### src/rtl/fpu_xcpt_unit.sv
module fpu_xcpt_unit #(
  parameter int N_CLS     = 6,
  parameter int CW_W      = 16,
  parameter int VEC_W     = 8,
  parameter int FAULT_VEC = 16
) (
  input  logic             clk,
  input  logic             rst_n,
  input  logic [N_CLS-1:0] exc_evt,
  input  logic [CW_W-1:0]  ctrl_word,
  input  logic             clr_req,
  input  logic             fault_mode,
  input  logic             ign_err,
  input  logic [1:0]       insn_kind,
  output logic [N_CLS-1:0] status,
  output logic             err_sum,
  output logic             fault_req,
  output logic             err_pin_n,
  output logic             stall,
  output logic [VEC_W-1:0] fault_vec
);
  localparam logic [1:0] KIND_WAITING = 2'b01;
  localparam logic [1:0] KIND_WAIT    = 2'b11;

  logic fired_q;
  logic waits;
  logic unused_cw;

  assign unused_cw = ^ctrl_word[CW_W-1:N_CLS];
  assign waits     = (insn_kind == KIND_WAITING) || (insn_kind == KIND_WAIT);
  assign err_sum   = |(status & ~ctrl_word[N_CLS-1:0]);
  assign err_pin_n = ~(err_sum & ~fault_mode);
  assign stall     = err_sum & ~fault_mode & ~ign_err & waits;
  assign fault_req = err_sum & fault_mode & waits & ~fired_q;
  assign fault_vec = fault_req ? VEC_W'(FAULT_VEC) : '0;

  always_ff @(posedge clk) begin
    if (!rst_n) begin
      status  <= '0;
      fired_q <= 1'b0;
    end else begin
      status  <= (clr_req ? '0 : status) | exc_evt;
      fired_q <= err_sum & fault_mode & (fired_q | fault_req);
    end
  end
endmodule

### config.mk
export PLATFORM = sky130hd
export DESIGN_NAME = fpu_xcpt_unit
export DESIGN_NICKNAME = d
export VERILOG_FILES = /design/src/rtl/fpu_xcpt_unit.sv
export SDC_FILE = /design/constraint.sdc
export NUM_CORES = 1
export LEC_CHECK = 0
export BUFFER_PORTS_ARGS = -buffer_cell sky130_fd_sc_hd__buf_2
export CAP_MARGIN = 20
export CORE_AREA = 3 3 40 42
export DETAILED_ROUTE_END_ITERATION = 10
export DIE_AREA = 0 0 43 45
export HOLD_SLACK_MARGIN = 0.03
export PLACE_DENSITY_LB_ADDON = 0.15
export SLEW_MARGIN = 20
export SYNTH_ARGS = -nofsm -noshare
export SYNTH_HDL_FRONTEND = slang
export SYNTH_SLANG_ARGS = --single-unit
### constraint.sdc
create_clock -name clk -period 2.6 [get_ports clk]
set_clock_uncertainty 0.15 [all_clocks]
set_input_delay 0 -clock clk [delete_from_list [all_inputs] [get_ports clk]]
set_output_delay 0 -clock clk [all_outputs]
set_load 0.05 [all_outputs]
==> results.cfg, run 1 <==
[global_route]
grt_pass1_vias = 377
grt_max_degree = 8
overflow = 0
antenna_found_initial = 0
grt_use_total_pct = 11.0
grt_first_pass_wirelength_um = 1550

[status]
outcome = finished, final reports clean

[cells_and_area]
num-fill-cells = 141
layout.nets = 119
fin_area_um2 = 699
layout.area.seq_um2 = 140
final_layout_size_suffix_gt1_share_pct = 38.2
final_util_pct = 54.4
area_delta_synth_final_pct = 72.0
multiInputGateArea_um2 = 223
diodes = 0

[worst_setup_path]
endpoint_kind = output pin
worst_setup_path_start_kind = flop
criticalPathCategory = flop to output pin
required_ps = 2450
critical_path_arrival_ps = 1560
crit_fanout = 5

[floorplanning]
die_y_um = 45
die_w_um = 43
fp-row-count = 13
core_area_um2 = 1280
io_pins = 47
initial_core_util_pct = 31.6
die-area_um2 = 1940

[yosys]
syn_area_per_cell_um2 = 9.04
yosysWarnings = 0
yosysSeqAreaShare_pct = 34.5
async_flop_share_pct = 0
ys_ff_latch = 7
synth_area_um2 = 407
synth_top_area_share_pct = 34.5
synthTopCellsByArea = dfxtp_1, buf_4, nor2b_1
ys.flop_type = dfxtp_1
synthCells = 45
synthTopCellsByCount = buf_4, nor2b_1, dfxtp_1, o21a_1
yosys.area.top_type = dfxtp_1
synth-edff-count = 0
synth_cell_types = 15

[detailed_routing]
drt-initial-drc-count = 2
drc = 0
postRouteWirelength_um = 1040
via_count = 427
ant_nets = 0
wire_per_inst_um = 10.0
vias_per_cell = 4.11
firstDrtPassIters = 2

[job]
cap_violations = 0

[clock_tree]
clk_pin_slew_ps = 50
htreeDepth = 1
numCtsBuffers = 3
hold_buffers = 14
post_cts_buffers = 0
cts_resized = 0
cts_tree = done
cts_root_buf = clkbuf_4
clock_latency_ps = 250
ctsLongestPathBuffers = 2
clock-sinks = 7

[timing]
fin_ws_ps = 885
hold_viol_final = 0
period_share_pct = 65.9
min_period_ps = 1710
fin_tns_setup_ps = 0
rsz0062_at_grt = no
setup_violations = 0
relSlewSlack_pct = 66.5
slew_viol_final = 0
clock.fmax_mhz = 583
worst_pin_slew_ps = 502

[place]
place_ws_ps = 1140
placed_cell_area_um2 = 533
gp_congestion = 0.602
io_buffer_count = 28

[hold_path]
hp-class = input port to flop

[power]
peakVddDrop_mv = 0.266
power_leakage_nw = 0.357
finalPower_mw = 0.356
powerDensity_nw_per_um2 = 509
-- layer usage --
| metal | global-route usage (%) | wire, µm | up-vias |
|---|---|---|---|
| li1 | - | - | 224 |
| met1 | 12.1 | 439 | 179 |
| met2 | 19.5 | 496 | 24 |
| met3 | 3.19 | 105 | 0 |
| met4 | 5.42 | 0 | 0 |
| met5 | 0 | 0 | - |
-- layout by cell type (no fill, tap or decap), drive strengths merged --
cell type,instances
a21oi,2
a22oi,1
o21a,6
nor2b,9
a2111oi,1
dlygate4sd3,14
a21o,1
a211oi,1
conb,7
o211ai,1
clkbuf,4
dfxtp,7
inv,3
nor2,1
buf,28
nand2,3
-- worst paths after layout --
check	slack (ps)	startpoint	endpoint	cells after the start
worst max register to register	1170	status[5]	status[5]	3
worst max-delay path	890	status[2]	err_pin_n	4
worst min register to register	520	status[4]	fired_q	2
worst min-delay path	50	ctrl_word[4]	fired_q	4
-- worst max-delay path, cell delays in order, from the launching register on --
cell and delay, ps:
dfxtp_1 310, nor2b_4 130, a2111oi_4 460, a21o_1 170
buf_2 250
-- cell families after synthesis --
family	share of synthesized area, %
other cells	0.922
flops	34.5
buf+inv	17.5
compound gates	27.7
simple gates	19.4
-- sequential cells by signal (all words and copies together) (netlist names) --
| register | flops |
|---|---|
| fired_q | 1 |
| status | 6 |
-- power breakdown --
part           internal [mW]  switching [mW]  total [mW]
logic                 0.0474          0.0921       0.140
registers              0.114         0.00437       0.119
clock network         0.0585          0.0396      0.0982
total                  0.220           0.136       0.356
-- metrics by stage --
step / hold WS, ps / cells
after detailed placement: 62.6 / 86
after floorplan: -32.5 / 51
after CTS: 51.1 / 104
after global routing: 71.2 / 104
after global placement: 61.3 / 86
final: 53.3 / 104
-- cell type report --
| cell class | instances | area share (%) |
|---|---|---|
| Sequential cell | 7 | 20.0 |
| Clock buffer | 4 | 3.76 |
| Multi-Input combinational cell | 33 | 31.8 |
| Timing Repair Buffer | 42 | 40.1 |
| Inverter | 3 | 1.61 |
| Tap cell | 15 | 2.68 |
(Power assumes the default switching activity.)
==> run 2: changes to the inputs <==
--- a/config.mk
+++ b/config.mk
@@ -7,9 +7,9 @@
 export LEC_CHECK = 0
 export BUFFER_PORTS_ARGS = -buffer_cell sky130_fd_sc_hd__buf_2
 export CAP_MARGIN = 20
-export CORE_AREA = 3 3 40 42
+export CORE_MARGIN = 3
+export CORE_UTILIZATION = 31
 export DETAILED_ROUTE_END_ITERATION = 10
-export DIE_AREA = 0 0 43 45
 export HOLD_SLACK_MARGIN = 0.03
 export PLACE_DENSITY_LB_ADDON = 0.15
 export SLEW_MARGIN = 20
==> constraint.sdc (replaced) <==
create_clock -name clk -period 1.7 [get_ports clk]
set_clock_uncertainty 0.15 [all_clocks]
set_input_delay 0 -clock clk [delete_from_list [all_inputs] [get_ports clk]]
set_output_delay 0 -clock clk [all_outputs]
set_load 0.05 [all_outputs]
==> results.cfg, run 2 (synthesis gave the netlist of run 1 again) <==
[place]
gp_congestion = 0.550
placed_cell_area_um2 = 572
place_ws_ps = 188
io_buffer_count = 28
dpl.hpwl_um = 742

[cells_and_area]
largest_reg_flops = 6
top_register = status
layout.nets = 122
final_cell_mix = buf_2, dlygate4sd3_1, conb_1
fin_area_um2 = 783
final_layout_size_suffix_gt1_share_pct = 50.0
area_delta_synth_final_pct = 92.6
diodes = 0
top_regs = status x6, fired_q x1
final_common_cell = buf_2

[timing]
setup_violations = 0
hold_viol_final = 0
clock.fmax_mhz = 597
fin_ws_ps = 26.1
rsz0062_at_grt = yes
min_period_ps = 1670
period_share_pct = 98.5
timing.hold.ws_ps = 101
slew_viol_final = 0

[global_route]
grt_use_total_pct = 12.9
grt_max_degree = 8
grt_first_pass_wirelength_um = 1760
antenna_found_initial = 0
grt_pass1_vias = 421
overflow = 0

[clock_tree]
numCtsBuffers = 3
clk_pin_slew_ps = 60
clock_latency_ps = 250
clock-sinks = 7
htreeDepth = 1
cts_tree = done
ctsLongestPathBuffers = 2
cts_root_buf = clkbuf_4

[detailed_routing]
vias_per_cell = 4.25
firstDrtPassIters = 1
ant_nets = 0
via_count = 450
wire_per_inst_um = 10.5
drc = 0
drt-initial-drc-count = 0
postRouteWirelength_um = 1110

[status]
outcome = finished, final reports clean

[power]
peakVddDrop_mv = 0.396
power_leakage_nw = 0.381
finalPower_mw = 0.574
powerDensity_nw_per_um2 = 733

[worst_setup_path]
endpoint_kind = output pin
required_ps = 1550
criticalPathCategory = flop to output pin
crit_fanout = 4
r2r_setup_slack_ps = 270
worst_setup_path_start_kind = flop
critical_path_arrival_ps = 1520

[floorplanning]
fp-row-count = 12
initial_core_util_pct = 34.7
die_y_um = 42.2
core_area_um2 = 1170
io_pins = 47
die_w_um = 42.2
die-area_um2 = 1780

[job]
cap_violations = 0

[hold_path]
hp-class = input port to flop
## run 2: cell count changes in the layout (fill, tap and decap cells not counted), moves of 2 or more
cell,delta
buf_6,+3
buf_2,-4
dfxtp_4,+5
dfxtp_1,-6
nor2b_1,-2
buf_4,+4
## run 2: layout make-up
class	count	area, µm²
clock buffer	4	26.3
fill	105	388
timing repair buffer	45	324
tap	14	17.5
sequential	7	160
inverter	3	11.3
multi-input combinational	33	244
## run 2: where the power goes
part | internal [mW] | switching, mW
sequential | 0.173 | 0.00808
clock | 0.0898 | 0.0649
combinational | 0.0906 | 0.148
## run 2: path summary, 6_finish.rpt
| path | end | start | depth (start not counted) |
|---|---|---|---|
| worst max-delay path | fault_vec[4] | status[2] | 5 |
| worst min-delay path | fired_q | ctrl_word[5] | 5 |
| worst max register to register | status[4] | status[4] | 3 |
| worst min register to register | fired_q | status[5] | 3 |
## run 2: worst max-delay path: stages, from the launching register on
cell	delay, ps
dfxtp_4	340
nor2b_4	120
a2111oi_4	390
buf_4	200
a211oi_4	60
buf_6	150
## run 2: routing by layer
metal  part of all wire, %  global-route usage (%)
met5                     0                       0
met2                    49                    21.6
met1                    40                    14.9
met4                  0.90                    5.59
met3                   9.5                    3.86
## run 2: per-stage QoR
| step | cells | setup TNS, ps | util [%] |
|---|---|---|---|
| CTS | 106 | 0 | 66.2 |
| finish | 106 | 0 | 66.9 |
| detailed placement | 86 | 0 | 48.8 |
| global route | 106 | -106 | 66.9 |
| global placement | 86 | 0 | 48.8 |
| floorplan | 51 | 0 | - |
## run 2: what timing repair did
action / CTS / global route
buffers inserted: 2 / 0
pin swaps: 1 / 1
endpoints found under the hold margin: 7 / 0
hold buffers: 14 / 0
endpoints found under the setup margin: 4 / 3
gates resized for setup: 7 / 2
==> run 3: changes to the inputs <==
--- a/config.mk
+++ b/config.mk
@@ -12,6 +12,7 @@
 export DETAILED_ROUTE_END_ITERATION = 10
 export HOLD_SLACK_MARGIN = 0.03
 export PLACE_DENSITY_LB_ADDON = 0.15
+export REMOVE_ABC_BUFFERS = 1
 export SLEW_MARGIN = 20
 export SYNTH_ARGS = -nofsm -noshare
 export SYNTH_HDL_FRONTEND = slang
==> results.cfg, run 3 (synthesis gave the netlist of run 1 again) <==
[status]
outcome = finished, final reports clean

[floorplanning]
core_area_um2 = 1170
initial_core_util_pct = 34.7
fp-row-count = 12
die-area_um2 = 1780
io_pins = 47
die_y_um = 42.2
die_w_um = 42.2

[cells_and_area]
largest_reg_flops = 6
final_cells = 104
final_common_cell = buf_2
final_layout_size_suffix_gt1_share_pct = 41.1
top_register = status
final_cell_mix = buf_2, dlygate4sd3_1, nor2b_1, conb_1
area_delta_synth_final_pct = 80.9
diodes = 0
multiInputGateArea_um2 = 230
layout.nets = 120
final_util_pct = 62.8
num-fill-cells = 109
top_regs = status x6, fired_q x1
layout.area.seq_um2 = 141

[worst_setup_path]
r2r_setup_slack_ps = 180
worst_setup_path_start_kind = flop
criticalPathCategory = flop to output pin
crit_fanout = 5
critical_path_arrival_ps = 1520
reg2reg_from = status[1]
required_ps = 1550
r2r_cells = 4
regToRegEndpoint = status[1]
endpoint_kind = output pin

[detailed_routing]
via_count = 442
postRouteWirelength_um = 1060
wire_per_inst_um = 10.2
drc = 0
firstDrtPassIters = 1
ant_nets = 0
vias_per_cell = 4.25
drt-initial-drc-count = 0

[place]
dpl.hpwl_um = 690
io_buffer_count = 28
post-place-cells = 85
gp_congestion = 0.594

[global_route]
grt_first_pass_wirelength_um = 1720
grt_pass1_vias = 437
antenna_found_initial = 0
overflow = 0
grt_use_total_pct = 12.7
grt_max_degree = 8

[timing]
rsz0062_at_grt = yes
timing.hold.ws_ps = 57.8
setup_violations = 0
fin_tns_setup_ps = 0
slew_viol_final = 0
period_share_pct = 98.2
clock.fmax_mhz = 599
min_period_ps = 1670
hold_viol_final = 0

[power]
power.share.sequential_pct = 32.7
pwr-share-clk_pct = 26.9
power_leakage_nw = 0.370
cell_internal_pwr_mw = 0.347
peakVddDrop_mv = 0.636
powerDensity_nw_per_um2 = 758
switchingPower_mw = 0.211
pwr-share-comb_pct = 40.4
swShare_pct = 37.8

[clock_tree]
clock_latency_ps = 250
cts_root_buf = clkbuf_4
cts_tree = done
ctsLongestPathBuffers = 2
clock-sinks = 7
clk_pin_slew_ps = 50
numCtsBuffers = 3
htreeDepth = 1

[hold_path]
hold_end = fired_q
min_path_cells = 4
hp-start = ctrl_word[4]
hp-class = input port to flop

[job]
cap_violations = 0
[run 3: cell types whose count changed in the layout (fill, tap and decap cells not counted), sizes merged]
cell  delta
buf      -2
[run 3: per-stage QoR]
stage,instance area [µm²],setup slack (ps),power (mW)
finish,736,30.3,0.558
global route,736,-33.1,0.590
CTS,696,28.9,0.552
detailed placement,527,279,0.368
global placement,527,270,0.368
floorplan,369,-1740,0.322
[run 3: worst max path at each step]
stage | from | endpoint | cells past startpoint
2_1_floorplan | status[3] | fault_req | 3
3_3_place_gp | status[2] | err_pin_n | 4
5_1_grt | status[1] | fault_req | 4
3_5_place_dp | status[2] | err_pin_n | 4
6_report | status[1] | fault_req | 4
4_1_cts | status[2] | fault_req | 4
[run 3: per-layer routing]
layer / vias up / track usage (%) / share of wire [%]
met4: 0 / 3.73 / 0
met3: 0 / 7.30 / 9.6
met2: 21 / 21.9 / 50
met1: 196 / 12.8 / 41
met5: - / 0 / 0
li1: 225 / - / -
[run 3: critical path, cell delays in order, from the launching register on]
cell       delay [ps]
dfxtp_2           320
nor2b_4           120
a2111oi_4         470
a211oi_2          170
buf_6             190
[run 3: final cells by class]
class                      count  area share [%]
clock buffer                   4            3.57
inverter                       3            1.53
multi-input combinational     33            31.3
sequential                     7            19.2
tap                           14            2.38
timing repair buffer          43            42.0
[run 3: repair_timing]
item | in CTS | in global routing
endpoints found under the hold margin | 7 | 0
buffers inserted | 0 | 1
cloned | 0 | 0
pin swaps | 0 | 4
setup endpoints to repair | 1 | 4
gates resized for setup | 1 | 13
hold buffers | 14 | 0
[run 3: power by group through the flow]
stage               clock, mW  sequential [mW]  combinational [mW]
floorplan                   0            0.217               0.105
global placement            0            0.185               0.183
detailed placement          0            0.185               0.183
CTS                     0.159            0.182               0.211
global route            0.168            0.183               0.239
finish                  0.150            0.182               0.225
